--- src/rtl/nmi_ctrl_pkg.sv ---
package nmi_ctrl_pkg;
  // One-hot kind code; bit positions are decoded by the core
  typedef enum logic [3:0] {
    KIND_NONE = 4'b0000,
    KIND_MASK = 4'b0001,
    KIND_PIN  = 4'b0010,
    KIND_SWI  = 4'b0100,
    KIND_ILL  = 4'b1000
  } kind_e;

  localparam int KIND_W = 4;
endpackage

--- src/rtl/nmi_pin_sync.sv ---
module nmi_pin_sync #(
  parameter int STAGES = 2
) (
  input  logic clk,
  input  logic rst_n,
  input  logic pin_n,
  output logic req_lvl
);
  logic [STAGES-1:0] chain_q;

  // first stage samples the raw pin; idle level is high
  always_ff @(posedge clk or negedge rst_n) begin
    if (!rst_n) chain_q[0] <= 1'b1;
    else        chain_q[0] <= pin_n;
  end

  for (genvar s = 1; s < STAGES; s++) begin : g_stage
    always_ff @(posedge clk or negedge rst_n) begin
      if (!rst_n) chain_q[s] <= 1'b1;
      else        chain_q[s] <= chain_q[s-1];
    end
  end

  assign req_lvl = ~chain_q[STAGES-1];


  sync_idle_after_reset_chk: assert property (@(posedge clk)
    $rose(rst_n) |-> !req_lvl);
endmodule

--- src/rtl/ccr_mask_regs.sv ---
module ccr_mask_regs
  import nmi_ctrl_pkg::*;
(
  input  logic  clk,
  input  logic  rst_n,
  input  logic  take,
  input  kind_e take_kind,
  input  logic  rti_en,
  input  logic  rti_x,
  input  logic  rti_i,
  input  logic  wr_en,
  input  logic  wr_x,
  input  logic  wr_i,
  output logic  x_q,
  output logic  i_q
);
  // Order: entry, then restore, then software write
  always_ff @(posedge clk or negedge rst_n) begin
    if (!rst_n) begin
      x_q <= 1'b1;
      i_q <= 1'b1;
    end else if (take) begin
      i_q <= 1'b1;
      if (take_kind == KIND_PIN) x_q <= 1'b1;
    end else if (rti_en) begin
      x_q <= rti_x;
      i_q <= rti_i;
    end else if (wr_en) begin
      x_q <= x_q & wr_x;
      i_q <= wr_i;
    end
  end


  x_no_sw_set_chk: assert property (@(posedge clk) disable iff (!rst_n)
    (!x_q && !rti_en && !(take && take_kind == KIND_PIN)) |=> !x_q);


  mask_entry_chk: assert property (@(posedge clk) disable iff (!rst_n)
    (take && take_kind == KIND_MASK) |=> (i_q && x_q == $past(x_q)));


  pin_entry_chk: assert property (@(posedge clk) disable iff (!rst_n)
    (take && take_kind == KIND_PIN) |=> (i_q && x_q));


  restore_chk: assert property (@(posedge clk) disable iff (!rst_n)
    (rti_en && !take) |=> (x_q == $past(rti_x) && i_q == $past(rti_i)));


  sync_entry_chk: assert property (@(posedge clk) disable iff (!rst_n)
    (take && (take_kind == KIND_SWI || take_kind == KIND_ILL))
      |=> (i_q && x_q == $past(x_q)));
endmodule

--- src/rtl/intr_select.sv ---
module intr_select
  import nmi_ctrl_pkg::*;
#(
  parameter int NUM_MREQ = 4,
  parameter int PC_W     = 16,
  localparam int IDX_W   = (NUM_MREQ > 1) ? $clog2(NUM_MREQ) : 1
) (
  input  logic                clk,
  input  logic                rst_n,
  input  logic                boundary,
  input  logic                entry_stb,
  input  logic                x_m,
  input  logic                i_m,
  input  logic                pin_lvl,
  input  logic                ill,
  input  logic                swi,
  input  logic [NUM_MREQ-1:0] mreq,
  input  logic [PC_W-1:0]     cur_pc,
  input  logic [PC_W-1:0]     nxt_pc,
  output logic                sel_v,
  output kind_e               sel_kind,
  output logic [IDX_W-1:0]    sel_idx,
  output logic [PC_W-1:0]     sel_pc,
  output logic                take,
  output kind_e               take_kind
);
  logic [NUM_MREQ-1:0] vis;
  logic                m_hit;
  logic [IDX_W-1:0]    m_idx;
  kind_e               cand;
  logic                latch;

  assign vis = i_m ? '0 : mreq;

  // fixed priority, index 0 first
  always_comb begin
    m_hit = 1'b0;
    m_idx = '0;
    for (int k = NUM_MREQ - 1; k >= 0; k--) begin
      if (vis[k]) begin
        m_hit = 1'b1;
        m_idx = IDX_W'(k);
      end
    end
  end

  always_comb begin
    if (ill)                 cand = KIND_ILL;
    else if (swi)            cand = KIND_SWI;
    else if (pin_lvl && !x_m) cand = KIND_PIN;
    else if (m_hit)          cand = KIND_MASK;
    else                     cand = KIND_NONE;
  end

  assign latch     = boundary && !sel_v && (cand != KIND_NONE);
  assign take      = entry_stb && sel_v;
  assign take_kind = take ? sel_kind : KIND_NONE;

  always_ff @(posedge clk or negedge rst_n) begin
    if (!rst_n) begin
      sel_v    <= 1'b0;
      sel_kind <= KIND_NONE;
      sel_idx  <= '0;
      sel_pc   <= '0;
    end else if (take) begin
      sel_v    <= 1'b0;
      sel_kind <= KIND_NONE;
    end else if (latch) begin
      sel_v    <= 1'b1;
      sel_kind <= cand;
      sel_idx  <= m_idx;
      sel_pc   <= ill ? cur_pc : nxt_pc;
    end
  end


  kind_onehot_chk: assert property (@(posedge clk) disable iff (!rst_n)
    $onehot0(sel_kind) && (sel_v == (sel_kind != KIND_NONE)));


  pin_gate_chk: assert property (@(posedge clk) disable iff (!rst_n)
    latch |=> (sel_kind != KIND_PIN || !$past(x_m)));


  mask_gate_chk: assert property (@(posedge clk) disable iff (!rst_n)
    latch |=> (sel_kind != KIND_MASK || !$past(i_m)));


  trap_pc_chk: assert property (@(posedge clk) disable iff (!rst_n)
    (latch && ill) |=> (sel_pc == $past(cur_pc)));


  hold_chk: assert property (@(posedge clk) disable iff (!rst_n)
    (sel_v && !entry_stb) |=> (sel_v && $stable(sel_kind) && $stable(sel_pc)));
endmodule

--- src/rtl/nmi_mask_ctrl.sv ---
module nmi_mask_ctrl
  import nmi_ctrl_pkg::*;
#(
  parameter int NUM_MREQ    = 4,
  parameter int PC_W        = 16,
  parameter int SYNC_STAGES = 2,
  localparam int IDX_W      = (NUM_MREQ > 1) ? $clog2(NUM_MREQ) : 1
) (
  input  logic                clk,
  input  logic                rst_n,
  input  logic                ext_nmi_n,
  input  logic                illop_req,
  input  logic                swi_req,
  input  logic [NUM_MREQ-1:0] mask_req,
  input  logic                instr_boundary,
  input  logic [PC_W-1:0]     cur_pc,
  input  logic [PC_W-1:0]     next_pc,
  input  logic                ccr_wr_en,
  input  logic                ccr_wr_x,
  input  logic                ccr_wr_i,
  input  logic                rti_en,
  input  logic                rti_x,
  input  logic                rti_i,
  input  logic                entry_stb,
  output logic                x_mask,
  output logic                i_mask,
  output logic                pend_valid,
  output logic [3:0]          pend_kind,
  output logic [IDX_W-1:0]    pend_idx,
  output logic [PC_W-1:0]     push_pc,
  output logic [3:0]          take_kind
);
  logic  pin_lvl;
  logic  take;
  kind_e sel_kind;
  kind_e tk;

  nmi_pin_sync #(.STAGES(SYNC_STAGES)) u_sync (
    .clk     (clk),
    .rst_n   (rst_n),
    .pin_n   (ext_nmi_n),
    .req_lvl (pin_lvl)
  );

  intr_select #(.NUM_MREQ(NUM_MREQ), .PC_W(PC_W)) u_sel (
    .clk       (clk),
    .rst_n     (rst_n),
    .boundary  (instr_boundary),
    .entry_stb (entry_stb),
    .x_m       (x_mask),
    .i_m       (i_mask),
    .pin_lvl   (pin_lvl),
    .ill       (illop_req),
    .swi       (swi_req),
    .mreq      (mask_req),
    .cur_pc    (cur_pc),
    .nxt_pc    (next_pc),
    .sel_v     (pend_valid),
    .sel_kind  (sel_kind),
    .sel_idx   (pend_idx),
    .sel_pc    (push_pc),
    .take      (take),
    .take_kind (tk)
  );

  ccr_mask_regs u_flags (
    .clk       (clk),
    .rst_n     (rst_n),
    .take      (take),
    .take_kind (tk),
    .rti_en    (rti_en),
    .rti_x     (rti_x),
    .rti_i     (rti_i),
    .wr_en     (ccr_wr_en),
    .wr_x      (ccr_wr_x),
    .wr_i      (ccr_wr_i),
    .x_q       (x_mask),
    .i_q       (i_mask)
  );

  assign pend_kind = sel_kind;
  assign take_kind = tk;


  reset_state_chk: assert property (@(posedge clk)
    $rose(rst_n) |-> (x_mask && i_mask && !pend_valid));
endmodule

--- config.mk ---
export PLATFORM = sky130hd
export DESIGN_NAME = nmi_mask_ctrl
export DESIGN_NICKNAME = d
export VERILOG_FILES = /design/src/rtl/nmi_ctrl_pkg.sv /design/src/rtl/nmi_pin_sync.sv /design/src/rtl/ccr_mask_regs.sv /design/src/rtl/intr_select.sv /design/src/rtl/nmi_mask_ctrl.sv
export SDC_FILE = /design/constraint.sdc
export NUM_CORES = 1
export LEC_CHECK = 0
export ABC_AREA = 1
export BUFFER_PORTS_ARGS = -buffer_cell sky130_fd_sc_hd__buf_2
export CAP_MARGIN = 25
export CORE_UTILIZATION = 50
export CTS_BUF_LIST = sky130_fd_sc_hd__clkbuf_8
export DETAILED_ROUTE_END_ITERATION = 8
export GPL_ROUTABILITY_DRIVEN = 0
export PLACE_DENSITY = 0.88
export SYNTH_ARGS = -nofsm -noshare
export SYNTH_HDL_FRONTEND = slang
export SYNTH_SLANG_ARGS = --single-unit
--- constraint.sdc ---
create_clock -name clk -period 2.2 [get_ports clk]
set_input_delay 0 -clock clk [delete_from_list [all_inputs] [get_ports clk]]
set_output_delay 0 -clock clk [all_outputs]
set_load 0.005 [all_outputs]
==> impl_metrics.json, run 1 <==
{
  "timing.hold.ws_ps": 0.998,
  "path_cells": "inv_2, o21ai_2, nand2_1, nand2_2, nand2_4, nand2_1, nand2_1",
  "cpMostUsedCell": "nand2_1",
  "avgSynthCellArea_um2": 7.36,
  "io_buffer_count": 77,
  "report.final.slew_viol_count": 0,
  "critPathTopFamily": "flip-flops",
  "global_routing_usage_on_met2_pct": 37.9,
  "postLayoutSetupSlackWorst_ps": 834,
  "clock_latency_ps": 280,
  "timing.hold.worst.class": "in -> reg",
  "outcome": "complete, no violations",
  "final_net_count": 326,
  "cts_tree": "built",
  "drive_gt1_share_pct": 35.5,
  "number_of_antenna_violations_at_the_first_check_in_global_routing": 0,
  "crit_path_largest_cell_delay_ps": 560,
  "vias_per_cell": 4.83,
  "die_area_um2": 3130,
  "drtPass1Iterations": 4,
  "via_count_of_the_first_global_routing_pass": 1325,
  "cts.reportedPaths.clkPinSlew_ps": 90,
  "timing.clock.skew_ps": 7.63,
  "synth_top_flop_cell": "dfrtp_1",
  "place_worst_setup_slack_ps": 868,
  "remaining_drc_errors": 0,
  "grt_start_max_net_pins": 28,
  "detailed_place.area_um2": 1830,
  "synthesis.yosys.warnings": 0,
  "routed-via-count": 1483,
  "grt_first_pass_wirelength_mm": 5.64,
  "drt-total-wl_mm": 3.32,
  "tritoncts.num_buffers": 3,
  "synth.net_count": 247,
  "grt_use_met1_pct": 29.9,
  "layout_worst_path_cycle_share_pct": 62.1,
  "post_drt_wl_per_cell_um": 10.8,
  "rsz_0062_raised_after_global_routing": "false",
  "syn-instance-count": 198,
  "min_period_ps": 1370,
  "global_route.usage.total_pct": 22.6,
  "floorplan.initialDensity_pct": 52.8,
  "worst-slew-pin-transition_ps": 589,
  "dr.first_iter.drc_count": 58,
  "synthToLayoutAreaGrowth_pct": 30.8,
  "synth_area_um2": 1460,
  "dieWidth_um": 56.0,
  "total_of_flip_flops_plus_latches_after_synthesis": 27,
  "fmax_mhz": 732,
  "crit_path_top_delay_cell": "dfstp_2",
  "path_max_fanout": 17,
  "critPathArrivalTime_ps": 1540,
  "cts_htree_levels": 1,
  "fp-row-count": 19,
  "gr_ovfl_total": 0,
  "critical_path.endpoint_type": "flip-flop",
  "crit_path_start_kind": "flip-flop",
  "cp_num_buf_inv": 1,
  "cts_max_path_buffers": 2,
  "timing_worst_setup_path_type": "reg -> reg",
  "timing.slew.headroom_pct": 60.7,
  "clock-root-buffer": "clkbuf_8",
  "cts.repair.resized": 0,
  "dpl.hpwl_mm": 2.46,
  "tns_ps": 0,
  "yosysSeqAreaShare_pct": 46.7,
  "cts_setup_buffers": 0,
  "busiest_layer": "met2",
  "setup_viol": 0,
  "cap_violations": 0,
  "use_met3_pct": 5.12,
  "core-area_um2": 2760,
  "worst_ep_required_time_ps": 2370,
  "layout.cell_area.non_filler_um2": 1900,
  "areal_power_density_over_the_cells_nw_per_um2": 978,
  "ioPinCount": 78,
  "die_height_um": 56.0,
  "power.ir.vdd_worst_mv": 0.813,
  "hold_violations": 0,
  "ant_nets": 0,
  "ys_async_sr_fraction_pct": 100,
  "insertedDiodeCount": 0,
  "power.static_leakage_nw": 1.16,
  "clock_sinks": 27,
  "yosysUniqueCellTypes": 24,
  "synth-edff-count": 0
}
[Yosys cell counts, types with 2 or more instances]
cell	number	area (µm²)
nand3_1	7	35.0
nand2_2	2	12.5
inv_1	9	33.8
buf_2	3	15.0
dfrtp_1	23	576
o21ai_2	2	17.5
nand2_1	118	443
buf_6	2	22.5
nor3_1	2	10.0
nand3b_1	2	15.0
dfstp_2	4	105
nor2_4	2	22.5
nor2_1	6	22.5
nand4_1	4	25.0
nand2_4	3	33.8
[routing by layer]
metal / wire, µm / up-vias / share of wire [%]
met5: 0 / - / 0
met4: 36 / 0 / 1.1
met3: 169 / 4 / 5.1
met2: 1630 / 45 / 49
met1: 1480 / 670 / 45
li1: - / 764 / -
[state kept, by name, summed over array words and instances, names as in the netlist]
register / flops
u_flags.x_q: 1
u_sync.chain_q: 2
u_flags.i_q: 1
u_sel.sel_pc: 16
u_sel.sel_kind: 4
u_sel.sel_v: 1
u_sel.sel_idx: 2
[layout make-up]
cell class                      count  area [µm²]
Fill cell                         245         853
Sequential cell                    27         681
Timing Repair Buffer               80         415
Tap cell                           31        38.8
Clock buffer                        3        41.3
Inverter                           11        46.3
Clock inverter                      1        5.00
Multi-Input combinational cell    154         677
[worst register-to-register path, delay by kind of cell (launching register included)]
kind,cells,cell delay [ps]
buffers and inverters,1,60
AND/OR/NAND/NOR,5,550
flip-flops,1,560
AO/OA/AOI/OAI,1,80
[final timing paths]
path	start	endpoint	slack, ps	cells past startpoint
worst max register to register	u_flags.i_q	u_sel.sel_idx[0]	830	7
worst min-delay path	next_pc[8]	u_sel.sel_pc[8]	1	5
worst min register to register	u_sync.chain_q[0]	u_sync.chain_q[1]	360	0
worst max-delay path	u_flags.i_q	u_sel.sel_idx[0]	830	7
min in group asynchronous	rst_n	u_sel.sel_pc[11]	250	2
max in group asynchronous	rst_n	u_sel.sel_pc[14]	1560	2
[timing repair]
action                                  4_1_cts  5_1_grt
endpoints found under the setup margin        0        0
hold buffers                                  3        0
hold endpoints to repair                     25        0
[kinds of logic after synthesis]
logic type	count (synthesis)	synth area share [%]
AO/OA/AOI/OAI	6	2.84
buffers and inverters	17	6.79
flip-flops	27	46.7
AND/OR/NAND/NOR	148	43.6
[stage by stage]
step / total power, mW / cells / utilization (%)
after floorplan: 1.28 / 198 / -
after global placement: 1.56 / 300 / 66.3
after detailed placement: 1.59 / 300 / 66.3
after CTS: 1.88 / 307 / 69.1
after global routing: 2.01 / 307 / 69.1
final: 1.86 / 307 / 69.1
[placed cells by master (no fill, tap or decap)]
cell / netlist / final
nand3b_1: 2 / 2
nand3_2: 1 / 1
o21ai_2: 2 / 2
nand2_2: 2 / 2
nor3_1: 2 / 2
o21ai_0: 1 / 1
nor2_2: 1 / 1
buf_2: 3 / 77
a22oi_1: 1 / 1
nand3_1: 7 / 7
nor2_1: 6 / 6
dlygate4sd3_1: 0 / 3
nand4_1: 4 / 4
clkbuf_8: 0 / 3
o22ai_1: 1 / 1
dfstp_2: 4 / 4
clkinv_2: 0 / 1
nand2_4: 3 / 3
inv_1: 9 / 9
nand2_1: 118 / 118
dfrtp_1: 23 / 23
clkinv_4: 1 / 1
nor2_4: 2 / 2
o21ai_1: 1 / 1
inv_2: 1 / 1
[report_power, final]
part / switching (mW) / internal, mW / total, mW / leakage [nW]
sequential: 0.123 / 0.710 / 0.833 / 0.329
combinational: 0.419 / 0.326 / 0.745 / 0.804
clock: 0.157 / 0.127 / 0.285 / 0.0255
total: 0.699 / 1.16 / 1.86 / 1.16
No activity file was read; power rests on OpenSTA's default activity.
==> run 2, diff against run 1 <==
- CORE_UTILIZATION: 50 -> 42
- PLACE_DENSITY: 0.88 -> 0.79
- clock period: 2.2 -> 1.1 ns (I/O delays scaled with it)
==> impl_metrics.json, run 2 (synthesis gave the netlist of run 1 again) <==
{
  "vias_per_cell": 4.76,
  "multi_input_comb_area_um2": 786,
  "worst_r2r_startpoint": "u_flags.i_q",
  "cts.reportedPaths.clkPinSlew_ps": 100,
  "hold_violations": 0,
  "final_net_count": 346,
  "drive_gt1_share_pct": 44.9,
  "min_period_ps": 1360,
  "global_route.usage.total_pct": 21.3,
  "registers.top_by_ff_count": "u_sel.sel_pc",
  "detailed_place.area_um2": 1960,
  "outcome": "complete, but fails checks",
  "io_buffer_count": 77,
  "die_height_um": 60.9,
  "clock-root-buffer": "clkbuf_8",
  "remaining_drc_errors": 0,
  "rsz_0062_raised_after_global_routing": "true",
  "areal_power_density_over_the_cells_nw_per_um2": 1960,
  "synthToLayoutAreaGrowth_pct": 50.9,
  "critPathArrivalTime_ps": 1550,
  "power.ir.vdd_worst_mv": 1.32,
  "cellInternalPower_mw": 2.64,
  "fill_cells": 300,
  "fp-row-count": 21,
  "clock_sinks": 27,
  "crit_path_start_kind": "flip-flop",
  "grt_first_pass_wirelength_mm": 5.93,
  "die_area_um2": 3710,
  "power.share.combinational_pct": 47.3,
  "power.total_mw": 4.30,
  "area_of_all_sequential_standard_cells_um2": 681,
  "cts_max_path_buffers": 2,
  "cts_tree": "built",
  "cts_htree_levels": 1,
  "timing.slew.headroom_pct": 59.3,
  "top_regs": "u_sel.sel_pc: 16 flops, u_sel.sel_kind: 4 flops",
  "ant_nets": 0,
  "power.clock.fraction_pct": 13.4,
  "failing_checks": "setup timing",
  "worst-slew-pin-transition_ps": 610,
  "worst_ep_required_time_ps": 1290,
  "insertedDiodeCount": 0,
  "timing_worst_setup_path_type": "reg -> reg",
  "crit_path_largest_cell_delay_ps": 580,
  "via_count_of_the_first_global_routing_pass": 1368,
  "largest_register_ff_count": 16,
  "cap_violations": 0,
  "place_worst_setup_slack_ps": -157,
  "timing.hold.worst.class": "in -> reg",
  "post_drt_wl_per_cell_um": 11.8,
  "timing.clock.skew_ps": 13.8,
  "dpl.hpwl_mm": 2.60,
  "mostFrequentLayoutCell": "nand2_1",
  "drt-total-wl_mm": 4.04,
  "path_max_fanout": 4,
  "critical_path.endpoint_type": "flip-flop",
  "tritoncts.num_buffers": 3,
  "dieWidth_um": 60.9,
  "dr.first_iter.drc_count": 64,
  "drtPass1Iterations": 4,
  "routed-via-count": 1629,
  "p_seq_share_pct": 39.3,
  "postLayoutSetupSlackWorst_ps": -261,
  "path_cells": "inv_4, o21ai_4, nand2_2, nand2_4, buf_6, nand3_4, nand2_2, inv_2",
  "grt_start_max_net_pins": 28,
  "gr_ovfl_total": 0,
  "crit_path_top_delay_cell": "dfstp_2",
  "cpMostUsedCell": "nand2_2",
  "ioPinCount": 78,
  "clock_latency_ps": 280,
  "fmax_mhz": 735,
  "floorplan.initialDensity_pct": 43.6,
  "netSwitchingPower_mw": 1.66,
  "power.static_leakage_nw": 1.28,
  "setup_viol": 29,
  "report.final.slew_viol_count": 0,
  "swShare_pct": 38.7,
  "number_of_antenna_violations_at_the_first_check_in_global_routing": 0,
  "layout.cell_area.non_filler_um2": 2200,
  "core-area_um2": 3340,
  "worst_hold_startpoint": "next_pc[2]",
  "layout_worst_path_cycle_share_pct": 124,
  "final_cell_mix": "nand2_1 (111), buf_2 (76), dfrtp_1 (23)",
  "worst_setup_path_start": "u_flags.i_q"
}
## run 2: cell types whose count changed in the layout (fill, tap and decap cells not counted), sizes merged
| cell | before | now |
|---|---|---|
| buf | 77 | 97 |
| clkinv | 2 | 1 |
| clkinvlp | 0 | 1 |
| dlygate4sd3 | 3 | 2 |
| nand2 | 123 | 124 |
## run 2: area by class of cell
cell class | count | share of cell area (%)
inverters | 11 | 2.22
flip-flops and latches | 27 | 31.0
well taps | 46 | 2.62
repair buffers | 99 | 26.2
multi-input cells | 155 | 35.7
clock buffers | 3 | 1.88
clock inverters | 1 | 0.341
## run 2: metal layers
layer,wire length (µm),track usage (%),vias up
met5,0,0,-
met4,0,4.22,0
met3,155,2.77,0
met2,2130,37.5,50
met1,1760,28.1,770
li1,-,-,809
## run 2: final timing paths
path / cells past startpoint / slack, ps / to
max in group asynchronous: 2 / 420 / u_sel.sel_pc[7]
min: 5 / 3 / u_sel.sel_pc[2]
min in group asynchronous: 2 / 260 / u_sel.sel_pc[1]
max: 8 / -260 / u_sel.sel_kind[3]
max reg2reg: 8 / -260 / u_sel.sel_kind[3]
min reg2reg: 0 / 360 / u_sync.chain_q[1]
## run 2: worst max-delay path, delay by kind of cell, from the launching register on
kind,cells,cell delay (ps)
AOI/OAI and AO/OA,1,80
and+or+nand+nor,4,370
DFF,1,580
buffers and inverters,3,220
## run 2: power groups by stage
stage | combinational (mW) | clock (mW) | sequential [mW]
after floorplan | 0.851 | 0 | 1.73
after global placement | 1.62 | 0 | 1.68
after detailed placement | 1.66 | 0 | 1.69
after CTS | 1.86 | 0.574 | 1.68
after global routing | 2.27 | 0.619 | 1.74
final | 2.03 | 0.578 | 1.69
## run 2: per-stage QoR
stage / TNS [ps] / utilization, % / std cells / hold WS [ps]
floorplan: -2640 / - / 198 / -296
global route: -6350 / 65.9 / 342 / 26.2
global placement: -2200 / 58.6 / 328 / 28.2
finish: -5160 / 65.9 / 342 / 3.31
CTS: -3200 / 63.7 / 340 / 8.42
detailed placement: -2840 / 58.6 / 328 / 33.8
## run 2: what timing repair did
item	CTS	global route
setup endpoints to repair	28	30
hold buffers	2	0
pin swaps	3	3
resized for setup	10	16
hold endpoints to repair	24	0
buffers inserted	5	3
cloned	1	0
